==> src/rtl/od_gpio_pkg.sv <==
package od_gpio_pkg;

  // Bit offsets inside one pin's field
  localparam int OFS_PULL  = 0;
  localparam int OFS_DIRM  = 1;
  localparam int OFS_DIR   = 2;
  localparam int OFS_VALM  = 3;
  localparam int OFS_VAL   = 4;
  localparam int OFS_IN    = 5;
  localparam int FIELD_W   = 6;

  localparam int NUM_PINS  = 2;
  localparam int PIN_CLK   = 0;
  localparam int PIN_DAT   = 1;

  // Strobes from the write decoder to the storage
  typedef struct packed {
    logic [NUM_PINS-1:0] dirLoad;
    logic [NUM_PINS-1:0] dirNext;
    logic [NUM_PINS-1:0] valLoad;
    logic [NUM_PINS-1:0] valNext;
    logic                pullLoad;
    logic [NUM_PINS-1:0] pullNext;
  } ctrl_strobe_t;

endpackage

==> src/rtl/od_gpio_sync.sv <==
module od_gpio_sync #(
  parameter int WIDTH  = 2,
  parameter int STAGES = 2
) (
  input  logic             clk,
  input  logic             rstN,
  input  logic [WIDTH-1:0] asyncIn,
  output logic [WIDTH-1:0] syncOut
);

  logic [STAGES-1:0][WIDTH-1:0] stageQ;

  always_ff @(posedge clk or negedge rstN) begin
    if (!rstN) begin
      stageQ <= '0;
    end else begin
      stageQ[0] <= asyncIn;
      for (int i = 1; i < STAGES; i++) begin
        stageQ[i] <= stageQ[i-1];
      end
    end
  end

  assign syncOut = stageQ[STAGES-1];

endmodule

==> src/rtl/od_gpio_ctrl.sv <==
module od_gpio_ctrl
  import od_gpio_pkg::*;
#(
  parameter int DATA_W   = 32,
  parameter int CLK_BASE = 0,
  parameter int DAT_BASE = 8
) (
  input  logic              wrEn,
  input  logic [DATA_W-1:0] wrData,
  output ctrl_strobe_t      strobe
);

  logic [NUM_PINS-1:0] dirLoadV, dirNextV, valLoadV, valNextV, pullNextV;

  for (genvar p = 0; p < NUM_PINS; p++) begin : g_pin
    localparam int BASE = (p == PIN_CLK) ? CLK_BASE : DAT_BASE;
    assign dirLoadV[p]  = wrEn & wrData[BASE + OFS_DIRM];
    assign dirNextV[p]  = wrData[BASE + OFS_DIR];
    assign valLoadV[p]  = wrEn & wrData[BASE + OFS_VALM];
    assign valNextV[p]  = wrData[BASE + OFS_VAL];
    assign pullNextV[p] = wrData[BASE + OFS_PULL];
  end

  always_comb begin
    strobe.dirLoad  = dirLoadV;
    strobe.dirNext  = dirNextV;
    strobe.valLoad  = valLoadV;
    strobe.valNext  = valNextV;
    strobe.pullLoad = wrEn;
    strobe.pullNext = pullNextV;
  end

endmodule

==> src/rtl/od_gpio_dpath.sv <==
module od_gpio_dpath
  import od_gpio_pkg::*;
#(
  parameter int DATA_W      = 32,
  parameter int CLK_BASE    = 0,
  parameter int DAT_BASE    = 8,
  parameter int SYNC_STAGES = 2
) (
  input  logic                clk,
  input  logic                rstN,
  input  ctrl_strobe_t        strobe,
  input  logic [NUM_PINS-1:0] padIn,
  output logic [NUM_PINS-1:0] pinOe,
  output logic [NUM_PINS-1:0] pinOut,
  output logic [NUM_PINS-1:0] pinPullDis,
  output logic [DATA_W-1:0]   rdData
);

  logic [NUM_PINS-1:0] dirQ, valQ, pullQ, inSync;

  od_gpio_sync #(.WIDTH(NUM_PINS), .STAGES(SYNC_STAGES)) i_sync (
    .clk     (clk),
    .rstN    (rstN),
    .asyncIn (padIn),
    .syncOut (inSync)
  );

  for (genvar p = 0; p < NUM_PINS; p++) begin : g_pin
    always_ff @(posedge clk or negedge rstN) begin
      if (!rstN) begin
        dirQ[p]  <= 1'b0;
        valQ[p]  <= 1'b0;
        pullQ[p] <= 1'b0;
      end else begin
        if (strobe.dirLoad[p]) dirQ[p]  <= strobe.dirNext[p];
        if (strobe.valLoad[p]) valQ[p]  <= strobe.valNext[p];
        if (strobe.pullLoad)   pullQ[p] <= strobe.pullNext[p];
      end
    end
  end

  always_comb begin
    rdData = '0;
    for (int p = 0; p < NUM_PINS; p++) begin
      int base;
      base = (p == PIN_CLK) ? CLK_BASE : DAT_BASE;
      rdData[base + OFS_PULL] = pullQ[p];
      rdData[base + OFS_DIR]  = dirQ[p];
      rdData[base + OFS_VAL]  = valQ[p];
      rdData[base + OFS_IN]   = inSync[p];
    end
  end

  assign pinOe      = dirQ;
  assign pinOut     = valQ;
  assign pinPullDis = pullQ;

endmodule

==> src/rtl/od_gpio_pair.sv <==
module od_gpio_pair
  import od_gpio_pkg::*;
#(
  parameter int DATA_W      = 32,
  parameter int CLK_BASE    = 0,
  parameter int DAT_BASE    = 8,
  parameter int SYNC_STAGES = 2
) (
  input  logic              clk,
  input  logic              rstN,
  input  logic              wrEn,
  input  logic [DATA_W-1:0] wrData,
  output logic [DATA_W-1:0] rdData,
  input  logic              clkPadIn,
  input  logic              datPadIn,
  output logic              clkOe,
  output logic              clkOut,
  output logic              datOe,
  output logic              datOut,
  output logic              clkPullDis,
  output logic              datPullDis
);

  ctrl_strobe_t        strobe;
  logic [NUM_PINS-1:0] pinOe, pinOut, pinPullDis;

  od_gpio_ctrl #(.DATA_W(DATA_W), .CLK_BASE(CLK_BASE), .DAT_BASE(DAT_BASE)) i_ctrl (
    .wrEn   (wrEn),
    .wrData (wrData),
    .strobe (strobe)
  );

  od_gpio_dpath #(
    .DATA_W(DATA_W), .CLK_BASE(CLK_BASE), .DAT_BASE(DAT_BASE), .SYNC_STAGES(SYNC_STAGES)
  ) i_dpath (
    .clk        (clk),
    .rstN       (rstN),
    .strobe     (strobe),
    .padIn      ({datPadIn, clkPadIn}),
    .pinOe      (pinOe),
    .pinOut     (pinOut),
    .pinPullDis (pinPullDis),
    .rdData     (rdData)
  );

  assign clkOe      = pinOe[PIN_CLK];
  assign clkOut     = pinOut[PIN_CLK];
  assign datOe      = pinOe[PIN_DAT];
  assign datOut     = pinOut[PIN_DAT];
  assign clkPullDis = pinPullDis[PIN_CLK];
  assign datPullDis = pinPullDis[PIN_DAT];

endmodule

==> config.mk <==
export PLATFORM = sky130hd
export DESIGN_NAME = od_gpio_pair
export DESIGN_NICKNAME = d
export VERILOG_FILES = /design/src/rtl/od_gpio_pkg.sv /design/src/rtl/od_gpio_sync.sv /design/src/rtl/od_gpio_ctrl.sv /design/src/rtl/od_gpio_dpath.sv /design/src/rtl/od_gpio_pair.sv
export SDC_FILE = /design/constraint.sdc
export NUM_CORES = 1
export LEC_CHECK = 0
export BUFFER_PORTS_ARGS = -buffer_cell sky130_fd_sc_hd__buf_2
export CAP_MARGIN = 40
export CELL_PAD_IN_SITES_DETAIL_PLACEMENT = 0
export CELL_PAD_IN_SITES_GLOBAL_PLACEMENT = 1
export CORE_ASPECT_RATIO = 0.7
export CORE_MARGIN = 2
export CORE_UTILIZATION = 21
export CTS_CLUSTER_SIZE = 30
export DETAILED_ROUTE_END_ITERATION = 12
export GPL_ROUTABILITY_DRIVEN = 0
export HOLD_SLACK_MARGIN = 0.06
export PLACE_DENSITY = 0.83
export SLEW_MARGIN = 20
export SYNTH_ARGS = -nofsm -noshare
export SYNTH_HDL_FRONTEND = slang
export SYNTH_SLANG_ARGS = --single-unit
==> constraint.sdc <==
create_clock -name clk -period 1.38 [get_ports clk]
set_input_delay 0.276 -clock clk [delete_from_list [all_inputs] [get_ports clk]]
set_output_delay 0.276 -clock clk [all_outputs]
set_load 0.01 [all_outputs]
* Word-level counts from Yosys, hierarchy flattened *
Index checks and enable logic that the tools add are counted.

cells by class
  bitwise gates (word level) = 4

operator list
  kind       number
  1-bit AND  4

word-level totals
  register bits after elaboration = 10
  logic and storage cells = 12
  input port bits = 37
  output and inout bits = 38

* Logic depth before layout (Yosys ltp) *
Gate-level depths: netlist (run 1).

  word-level depth = 1
  gate-level depth with buffers = 2

* By module *
A second synthesis (run 1) with hierarchy kept.

second synthesis, totals
  cell total of the unflattened synthesis = 60
  area, all modules = 658.1 um^2

by module, submodules not included
  module         cells an instance  sequential area each (um^2)  times used  area an instance (um^2)
  od_gpio_dpath  43                 150.1                        1           465.4
  od_gpio_sync   6                  100.1                        1           115.1
  od_gpio_ctrl   11                 0.0                          1           77.6

* Least setup slack after synthesis (run 1) *
Ideal clock, no wire load.

  path kind = flip-flop to output port
  from = register i_dpath.dirQ[1] (netlist: i_dpath.pinOe[1])
  to = output port rdData[10]
  arrival time = 0.552 ns
  slack = 0.552 ns
  stages on the path, launching flop included = 2
  data required time = 1.104 ns
  path buffers = 1
  path through = dfrtp_1 -> buf_4

RTL lines
  element                            line                 text
  from (decl)                        od_gpio_dpath.sv:19  logic [NUM_PINS-1:0] dirQ, valQ, pullQ, inSync;
  from (signal, indexed assignment)  od_gpio_dpath.sv:35  if (strobe.dirLoad[p]) dirQ[p] <= strobe.dirNext[p];
  to (decl)                          od_gpio_pair.sv:13   output logic [DATA_W-1:0] rdData,

No word-level cell between the ends.

* Final worst setup path (run 1) *
  from = register i_dpath.valQ[1] (netlist: i_dpath.pinOut[1])
  to = output port datOut

RTL lines
  element                            line                 text
  from (decl)                        od_gpio_dpath.sv:19
  from (signal, indexed assignment)  od_gpio_dpath.sv:36  if (strobe.valLoad[p]) valQ[p] <= strobe.valNext[p];
  to (decl)                          od_gpio_pair.sv:19   output logic datOut,

No word-level cell between the ends.

==> results of run 1 <==
[kinds of logic (layout without fill, tap and decap cells)]
logic type	Yosys count	after routing	synth area share (%)
buf+inv	32	33	40.6
flops	10	10	42.3
mux	6	6	14.0
other cells	1	24	0.634
simple gates	4	4	2.54
[report_power, final]
group | switching, uW | internal (uW) | leakage (uW) | total, uW
sequential | 17.2 | 323 | 0.000117 | 341
combinational | 93.6 | 78.7 | 0.000245 | 172
clock | 105 | 250 | 0.0000288 | 355
total | 216 | 652 | 0.000390 | 868
[worst paths after layout]
check / startpoint / depth (start not counted) / slack [ns] / to
worst max-delay path: i_dpath.pinOut[1] / 1 / 0.34 / datOut
worst min-delay path: clkPadIn / 1 / 0.15 / i_dpath.i_sync.stageQ[0]
worst max register to register: i_dpath.pinOe[0] / 1 / 0.62 / i_dpath.pinOe[0]
worst min register to register: i_dpath.i_sync.stageQ[0] / 0 / 0.34 / i_dpath.i_sync.syncOut[0]
max in group asynchronous: rstN / 2 / 0.76 / i_dpath.pinPullDis[1]
min in group asynchronous: rstN / 2 / 0.43 / i_dpath.pinOut[1]
[registers in the layout, summed over array words and instances, names as in the netlist]
signal                  flops
i_dpath.pinPullDis          2
i_dpath.pinOe               2
i_dpath.i_sync.stageQ       2
i_dpath.pinOut              2
i_dpath.i_sync.syncOut      2
[through the flow]
stage | util (%) | cell area (um^2) | setup WS, ns | instances
after detailed placement | 22.7 | 623 | 0.447 | 108
final | 25.1 | 688 | 0.340 | 113
after global routing | 25.1 | 688 | 0.308 | 113
after global placement | 22.7 | 623 | 0.445 | 108
after CTS | 25.1 | 688 | 0.335 | 113
after floorplan | - | 678 | 0.552 | 76
[per-layer routing]
layer	GRT usage, %	wire (um)
met2	8.75	505
met5	0	0
met3	1.40	29
met4	4.08	21
met1	5.53	272
[area by class of cell]
type                       count  share of cell area (%)
tap                           36                    6.55
sequential                    10                    36.4
clock buffer                   4                    8.00
multi-input combinational     34                    27.3
timing repair buffer          29                    21.8
[cells in the final DEF (no fill, tap or decap)]
master          n
buf_2          28
conb_1         24
dfrtp_1        10
nand2_1         4
mux2_4          4
clkbuf_8        4
mux2_2          2
dlygate4sd3_1   1
[repair_timing]
action	CTS	global route
resized for setup	0	0
hold endpoints to repair	10	0
hold buffers	1	0
==> metrics.txt, run 1 <==
synth warn 0; Layout Nets 115; max cap viols 0; top_reg_cell synth dfrtp_1; initial antenna violation count 0; share of the synthesized area in the top cell type 42.3%; crit path max fanout 3; Worst Path Required 1.10 ns; layout cells sized above 1 49.4%; Final ANT Viol Nets 0; routed wire length 830 um; Worst Setup Path Type reg -> out; worst vdd ir 0.273 mV; Seq/Total Area, Yosys 42.3%; worst path cell trace buf_2; CTS tree yes; Site Rows 16; vias in the first global route 255; Detailed Routing Iterations Pass 1 4; # fillers 296; Synth Cell Area 592 um^2; GRT Util Overall 5.26%; largest net degree at the start of global routing 11; Post-synth EDFFs 0; RSZ-0062 raised after global routing false; Hold WS 0.155 ns; IO Count 75; DR iter-0 viols 1; register bit total from synthesis 10; Sequential Area 250 um^2; Period minus WS final 1.04 ns; area growth from synthesis to layout 16.3%; CTS Buffer Depth 2; Post-synth top cells 32 x buf_4, 10 x dfrtp_1, 4 x mux2_4, 4 x nand2_1, 2 x mux2_2; ANT cells 0; Worst EP arrival 0.76 ns; Final Hold Fails 0; Pwr Density 1260 nW/um^2; worst path bufs/invs 1; CP delay by family, top flip-flops; Reg clk slew, reported paths 0.05 ns; syn_area_per_cell 11.2 um^2; Cells after Synth 53; DR vias 318; Initial Utilization 21.6%; H-tree levels 1; total power 868 uW; Setup Skew 0.000136 ns; Area contributors post-synth dfrtp_1 42%, buf_4 41%, mux2_4 10%, mux2_2 3.8%, nand2_1 2.5%; die width 67.5 um; Worst Hold Class in -> reg; gr ovfl total 0; Synth cell types 6; status finished, final reports clean; Port-buffer cells 28; CTS buffer count 3; Clock Latency Late Sink 0.22 ns; Async SR Flop Fraction 100%; final cycle utilization of the critical path 75.4%; DIE HEIGHT 48.4 um; Crit. End Element primary output; first-pass GRT wire length 1230 um; CTS root buf clkbuf_8; Multi-input gate area 188 um^2; setup violators final 0; Max stage delay cell, worst path dfrtp_1; Post-CTS Setup Repair Bufs 0; clock sink total 10; DRC viols 0; drt via density 2.81; Die ar. 3270 um^2; Synth area leader dfrtp_1; hpwl dp 745 um; Core ar. 2740 um^2; DR WL/cell 7.35 um; leakage power 0.000390 uW; Peak Freq 961 MHz; Sum Neg Setup Slack 0 ns; critical path launch point type register; Slew Viols, Final 0; Worst path max stage delay 0.39 ns; top-count cell post-synth buf_4
Power figures use the tool's default switching activity.
==> run 2: changes to the inputs <==
--- a/config.mk
+++ b/config.mk
@@ -11,12 +11,12 @@
 export CELL_PAD_IN_SITES_GLOBAL_PLACEMENT = 1
 export CORE_ASPECT_RATIO = 0.7
 export CORE_MARGIN = 2
-export CORE_UTILIZATION = 21
+export CORE_UTILIZATION = 18
 export CTS_CLUSTER_SIZE = 30
 export DETAILED_ROUTE_END_ITERATION = 12
 export GPL_ROUTABILITY_DRIVEN = 0
 export HOLD_SLACK_MARGIN = 0.06
-export PLACE_DENSITY = 0.83
+export PLACE_DENSITY = 0.76
 export SLEW_MARGIN = 20
 export SYNTH_ARGS = -nofsm -noshare
 export SYNTH_HDL_FRONTEND = slang
==> constraint.sdc (replaced) <==
create_clock -name clk -period 0.9 [get_ports clk]
set_input_delay 0.18 -clock clk [delete_from_list [all_inputs] [get_ports clk]]
set_output_delay 0.18 -clock clk [all_outputs]
set_load 0.01 [all_outputs]
==> run 2 against run 1 <==
  * The run now ends with setup timing left
  * Critical path depth unchanged
  * Wire length increased by 11%
  * Design area increased by 6.5%
  * Global-route usage decreased by 0.42 points
  * Die area increased by 15%
  * Clock skew about the same
  * Worst setup slack got worse by 0.39 ns
  * Combinational power increased by 73%
  * Cell count increased by 6.2%
  * Critical endpoint is now rdData[2]
==> metrics.txt, run 2 (synthesized netlist as in run 1, its figures left out) <==
status finished, violations left; failing checks setup timing; Clk network pwr share 40.3% (-0.6 points); ANT cells 0 (unchanged); Crit. End Element primary output; reg2reg end i_dpath.pinOut[1]; RR Startpoint i_dpath.pinOut[1]; Detailed Routing Iterations Pass 1 2 (-2); Period minus WS final 0.947 ns; Worst Setup Path Type reg -> out; initial antenna violation count 0 (unchanged); Clock Latency Late Sink 0.23 ns (about the same); leakage power 0.000413 uW (+5.8%); CP delay by family, top flip-flops; CTS root buf clkbuf_8; worst path cell trace buf_2; final cycle utilization of the critical path 105%; crit path max fanout 3 (unchanged); GR Util met1 4.91% (-0.62 points); CTS tree yes; Initial Utilization 18.8% (-2.8 points); setup slack after layout -0.0466 ns (-0.387 ns); Worst path max stage delay 0.39 ns (about the same); cell internal pwr 1030 uW (+58%); Setup Skew 0.000290 ns (+0.000154 ns); Worst EP arrival 0.77 ns (about the same); RSZ-0062 raised after global routing true; Sw Share 25.1% (+0.20 points); IO Count 75 (unchanged); Worst Hold Class in -> reg; worst path bufs/invs 1 (unchanged); # resized after CTS 0 (unchanged); Pwr Density 1870 nW/um^2 (+48%); clock sink total 10 (unchanged); DR iter-0 viols 7 (+6); Final Hold Fails 0 (unchanged); area growth from synthesis to layout 23.9%; Peak Freq 1060 MHz; Port-buffer cells 28 (unchanged); gr ovfl total 0 (unchanged); DIE HEIGHT 52.0 um (+7.4%); first-pass GRT wire length 1310 um (+6.8%); Die ar. 3770 um^2 (+15%); Net Sw Power 344 uW (+59%); Finished Cell Area 733 um^2 (+6.5%); CTS buffer count 3 (unchanged); critical path launch point type register; final core occ 23.3% (-1.8 points); Seq pwr share 38.0% (-1.2 points); routed wire length 920 um (+11%); combinational share of power 21.7% (+1.8 points); setup violators final 13 (+13); total power 1370 uW (+58%); Worst Path Required 0.72 ns (-0.38 ns); layout cells sized above 1 50.0% (+0.65 points); hpwl dp 768 um (+3.2%); DRC viols 0 (unchanged); Layout Nets 120 (+4.3%); most used routing layer met2; Site Rows 17 (+1); end of the critical path rdData[2]; Slew Viols, Final 0 (unchanged); crit path from i_dpath.pinOe[0]; Crit path depth 1 (unchanged); drt via density 2.86 (+1.6%); cell count of the worst reg-to-reg path 2 (+1); Max stage delay cell, worst path dfrtp_1; met2 Use GR 8.18% (-0.56 points); Reg clk slew, reported paths 0.05 ns (about the same); Hold WS 0.178 ns (+0.0233 ns); DR vias 343 (+7.9%); Core ar. 3150 um^2 (+15%); worst vdd ir 0.467 mV (+71%); vias in the first global route 308 (+21%); Final ANT Viol Nets 0 (unchanged); DR WL/cell 7.67 um (+4.4%); CTS Buffer Depth 2 (unchanged); GRT Util Overall 4.84% (-0.42 points); Placed Area 626 um^2 (+0.40%); R2R Setup Slk 0.02 ns (-0.60 ns); commonest cells after routing, fill and taps aside 28 x buf_2, 24 x conb_1, 10 x dfrtp_1; max cap viols 0 (unchanged); M3 GR Usage 1.74% (+0.35 points); most common cell after layout, fill and taps aside buf_2; largest net degree at the start of global routing 11 (unchanged); H-tree levels 1 (unchanged); die width 72.5 um (+7.5%)
==> run 2: cell count changes in the layout (fill, tap and decap cells not counted), sizes merged <==
cell | before | now
buf | 28 | 31
dlygate4sd3 | 1 | 3
==> run 2: area by class of cell <==
cell class              count  area, um^2
clock buffers               4        55.1
flip-flops and latches     10         250
multi-input cells          34         188
well taps                  38        47.5
fillers                   348        2410
repair buffers             34         193
==> run 2: power by group through the flow <==
stage / Sequential (uW) / Combinational [uW] / Clock (uW)
after floorplan: 546 / 256 / 0
after global placement: 528 / 261 / 0
after detailed placement: 532 / 262 / 0
after CTS: 523 / 302 / 570
after global routing: 529 / 328 / 602
final: 522 / 298 / 553
==> run 2: layer usage <==
metal	part of all wire, %	up-vias
met3	2.8	2
met1	36	165
met2	59	10
met4	2.1	0
met5	0	-
li1	-	166
==> run 2: worst min-delay path by stage <==
stage | startpoint | to | cells past startpoint
after floorplan | rstN | i_dpath.i_sync.stageQ[0] | 0
final | wrData[4] | i_dpath.pinOut[0] | 2
after CTS | wrData[2] | i_dpath.pinOe[0] | 2
after global placement | rstN | i_dpath.i_sync.stageQ[1] | 1
after detailed placement | rstN | i_dpath.i_sync.stageQ[0] | 1
after global routing | wrData[2] | i_dpath.pinOe[0] | 2
==> run 2: timing repair <==
item / 4_1_cts / 5_1_grt
hold endpoints to repair: 12 / 0
setup endpoints to repair: 14 / 15
setup buffers: 3 / 0
hold buffers: 3 / 0
==> run 2: per-stage QoR <==
stage	setup WS [ns]	setup TNS [ns]	std cells
finish	-0.0466	-0.442	120
CTS	-0.0566	-0.578	120
detailed placement	0.0547	0	110
floorplan	0.118	0	76
global placement	0.0639	0	110
global route	-0.0834	-0.960	120
==> run 3: changes to the inputs <==
--- a/config.mk
+++ b/config.mk
@@ -10,7 +10,7 @@
 export CELL_PAD_IN_SITES_DETAIL_PLACEMENT = 0
 export CELL_PAD_IN_SITES_GLOBAL_PLACEMENT = 1
 export CORE_ASPECT_RATIO = 0.7
-export CORE_MARGIN = 2
+export CORE_MARGIN = 4
 export CORE_UTILIZATION = 18
 export CTS_CLUSTER_SIZE = 30
 export DETAILED_ROUTE_END_ITERATION = 12
==> run 3 against run 2 <==
  * The run still ends with setup timing left
  * Cell count down 1.7%
  * Sequential cell count did not move
  * Wire length rose by 14%
  * Power decreased by 0.70%
  * Clock skew about the same
  * Clock power barely moved
  * Core utilization decreased by 0.56 points
  * Hold slack worse by 0.11 ns
  * Design area fell by 2.4%
  * Largest cell class unchanged
==> metrics.txt, run 3 (synthesized netlist as in run 1, its figures left out) <==
status finished, violations left; failing checks setup timing; # resized after CTS 0 (unchanged); die width 76.5 um (+5.5%); Die ar. 4280 um^2 (+14%); setup violators final 12 (-1); Setup Skew 0.0000921 ns (-0.000198 ns); largest net degree at the start of global routing 11 (unchanged); Worst EP arrival 0.76 ns (about the same); first-pass GRT wire length 1480 um (+13%); metal3 WL 52 um (+100%); max cap viols 0 (unchanged); RR Startpoint i_dpath.pinOe[0]; DR WL/cell 8.87 um (+16%); DR vias 343 (unchanged); commonest cells after routing, fill and taps aside 28 x buf_2, 24 x conb_1, 10 x dfrtp_1; Peak Freq 1060 MHz (+0.42%); GRT Util Overall 4.41% (-0.42 points); routed wire length 1050 um (+14%); non-filler cells, final 118 (-1.7%); DR WL met2 624 um (+15%); DIE HEIGHT 56.0 um (+7.7%); CTS buffer count 3 (unchanged); Detailed Routing Iterations Pass 1 4 (+2); crit path max fanout 3 (unchanged); Site Rows 17 (unchanged); Final ANT Viol Nets 0 (unchanged); # fillers 350 (+0.57%); hpwl dp 872 um (+13%); Placed Cells 110 (unchanged); Layout Nets 118 (-1.7%); R2R Setup Slk 0.01 ns (about the same); total power 1360 uW (-0.70%); CTS tree yes; DRC viols 0 (unchanged); H-tree levels 1 (unchanged); layout cells sized above 1 50.0% (unchanged); CTS Buffer Depth 2 (unchanged); Final Hold Fails 0 (unchanged); Slew Viols, Final 0 (unchanged); leakage power 0.000404 uW (-2.2%); Reg clk slew, reported paths 0.05 ns (about the same); Pwr Density 1910 nW/um^2 (+1.7%); gr ovfl total 0 (unchanged); area growth from synthesis to layout 20.9%; worst vdd ir 0.434 mV (-7.1%); CP delay by family, top flip-flops; clock sink total 10 (unchanged); Core ar. 3150 um^2 (unchanged); Port-buffer cells 28 (unchanged); critical path launch point type register; drt via density 2.91 (+1.7%); RSZ-0062 raised after global routing true; initial antenna violation count 0 (unchanged); Initial Utilization 18.8% (unchanged); Clock Latency Late Sink 0.23 ns (about the same); vias in the first global route 298 (-3.2%); final cycle utilization of the critical path 105% (-0.44 points); hold_sp clkPadIn; Worst Setup Path Type reg -> out; ANT cells 0 (unchanged); reg2reg end i_dpath.pinOe[0]; CTS root buf clkbuf_8; IO Count 75 (unchanged); worst path cell trace buf_2; Crit path depth 1 (unchanged); cell count of the worst reg-to-reg path 2 (unchanged); Min-Delay Endpoint i_dpath.i_sync.stageQ[0]; Worst Hold Class in -> reg; setup slack after layout -0.0426 ns (+0.00397 ns); Max stage delay cell, worst path dfrtp_1; DR iter-0 viols 4 (-3); most common cell after layout, fill and taps aside buf_2; M1 WL 347 um (+4.8%); top sig layer met4; Crit. End Element primary output; Worst Path Required 0.72 ns (about the same); Worst path max stage delay 0.39 ns (about the same); Period minus WS final 0.943 ns (-0.00397 ns); worst path bufs/invs 1 (unchanged); hold path cells 1 (-1)
-- run 3: how the worst max path moves through the flow --
stage	start	endpoint
after global routing	i_dpath.pinPullDis[0]	clkPullDis
final	i_dpath.pinOe[0]	rdData[2]
after CTS	i_dpath.pinOut[0]	rdData[4]
after global placement	wrEn	i_dpath.pinOut[0]
after detailed placement	wrEn	i_dpath.pinOut[0]
after floorplan	i_dpath.pinPullDis[0]	i_dpath.pinPullDis[0]
-- run 3: cell type report --
type / count / area (um^2) / area share, %
timing repair buffer: 32 / 175 / 24.5
multi-input combinational: 34 / 188 / 26.2
clock buffer: 4 / 55.1 / 7.69
tap: 38 / 47.5 / 6.64
sequential: 10 / 250 / 35.0
-- run 3: stage by stage --
step	hold slack (ns)	instance area [um^2]	setup slack, ns	setup TNS (ns)	utilization [%]
after floorplan	-0.116	678	0.118	0	-
after global placement	0.0549	626	0.0593	0	19.9
after detailed placement	0.0555	626	0.0520	0	19.9
after CTS	0.0667	701	-0.0528	-0.548	22.3
after global routing	0.0626	716	-0.0762	-0.865	22.7
final	0.0671	716	-0.0426	-0.448	22.7
-- run 3: report_power, final --
group	internal, uW	switching (uW)	leakage [uW]	total (uW)
combinational	139	151	0.000259	290
sequential	496	26.0	0.000117	522
clock	384	168	0.0000288	552
total	1020	345	0.000404	1360
-- run 3: routing by layer --
layer / up-vias / track usage (%)
met5: - / 0
li1: 162 / -
met2: 9 / 7.76
met3: 2 / 1.29
met4: 0 / 3.10
met1: 170 / 4.52
-- run 3: timing repair --
action	CTS	global route
buffers inserted	0	2
endpoints found under the hold margin	11	0
hold buffers	2	0
setup endpoints to repair	13	14
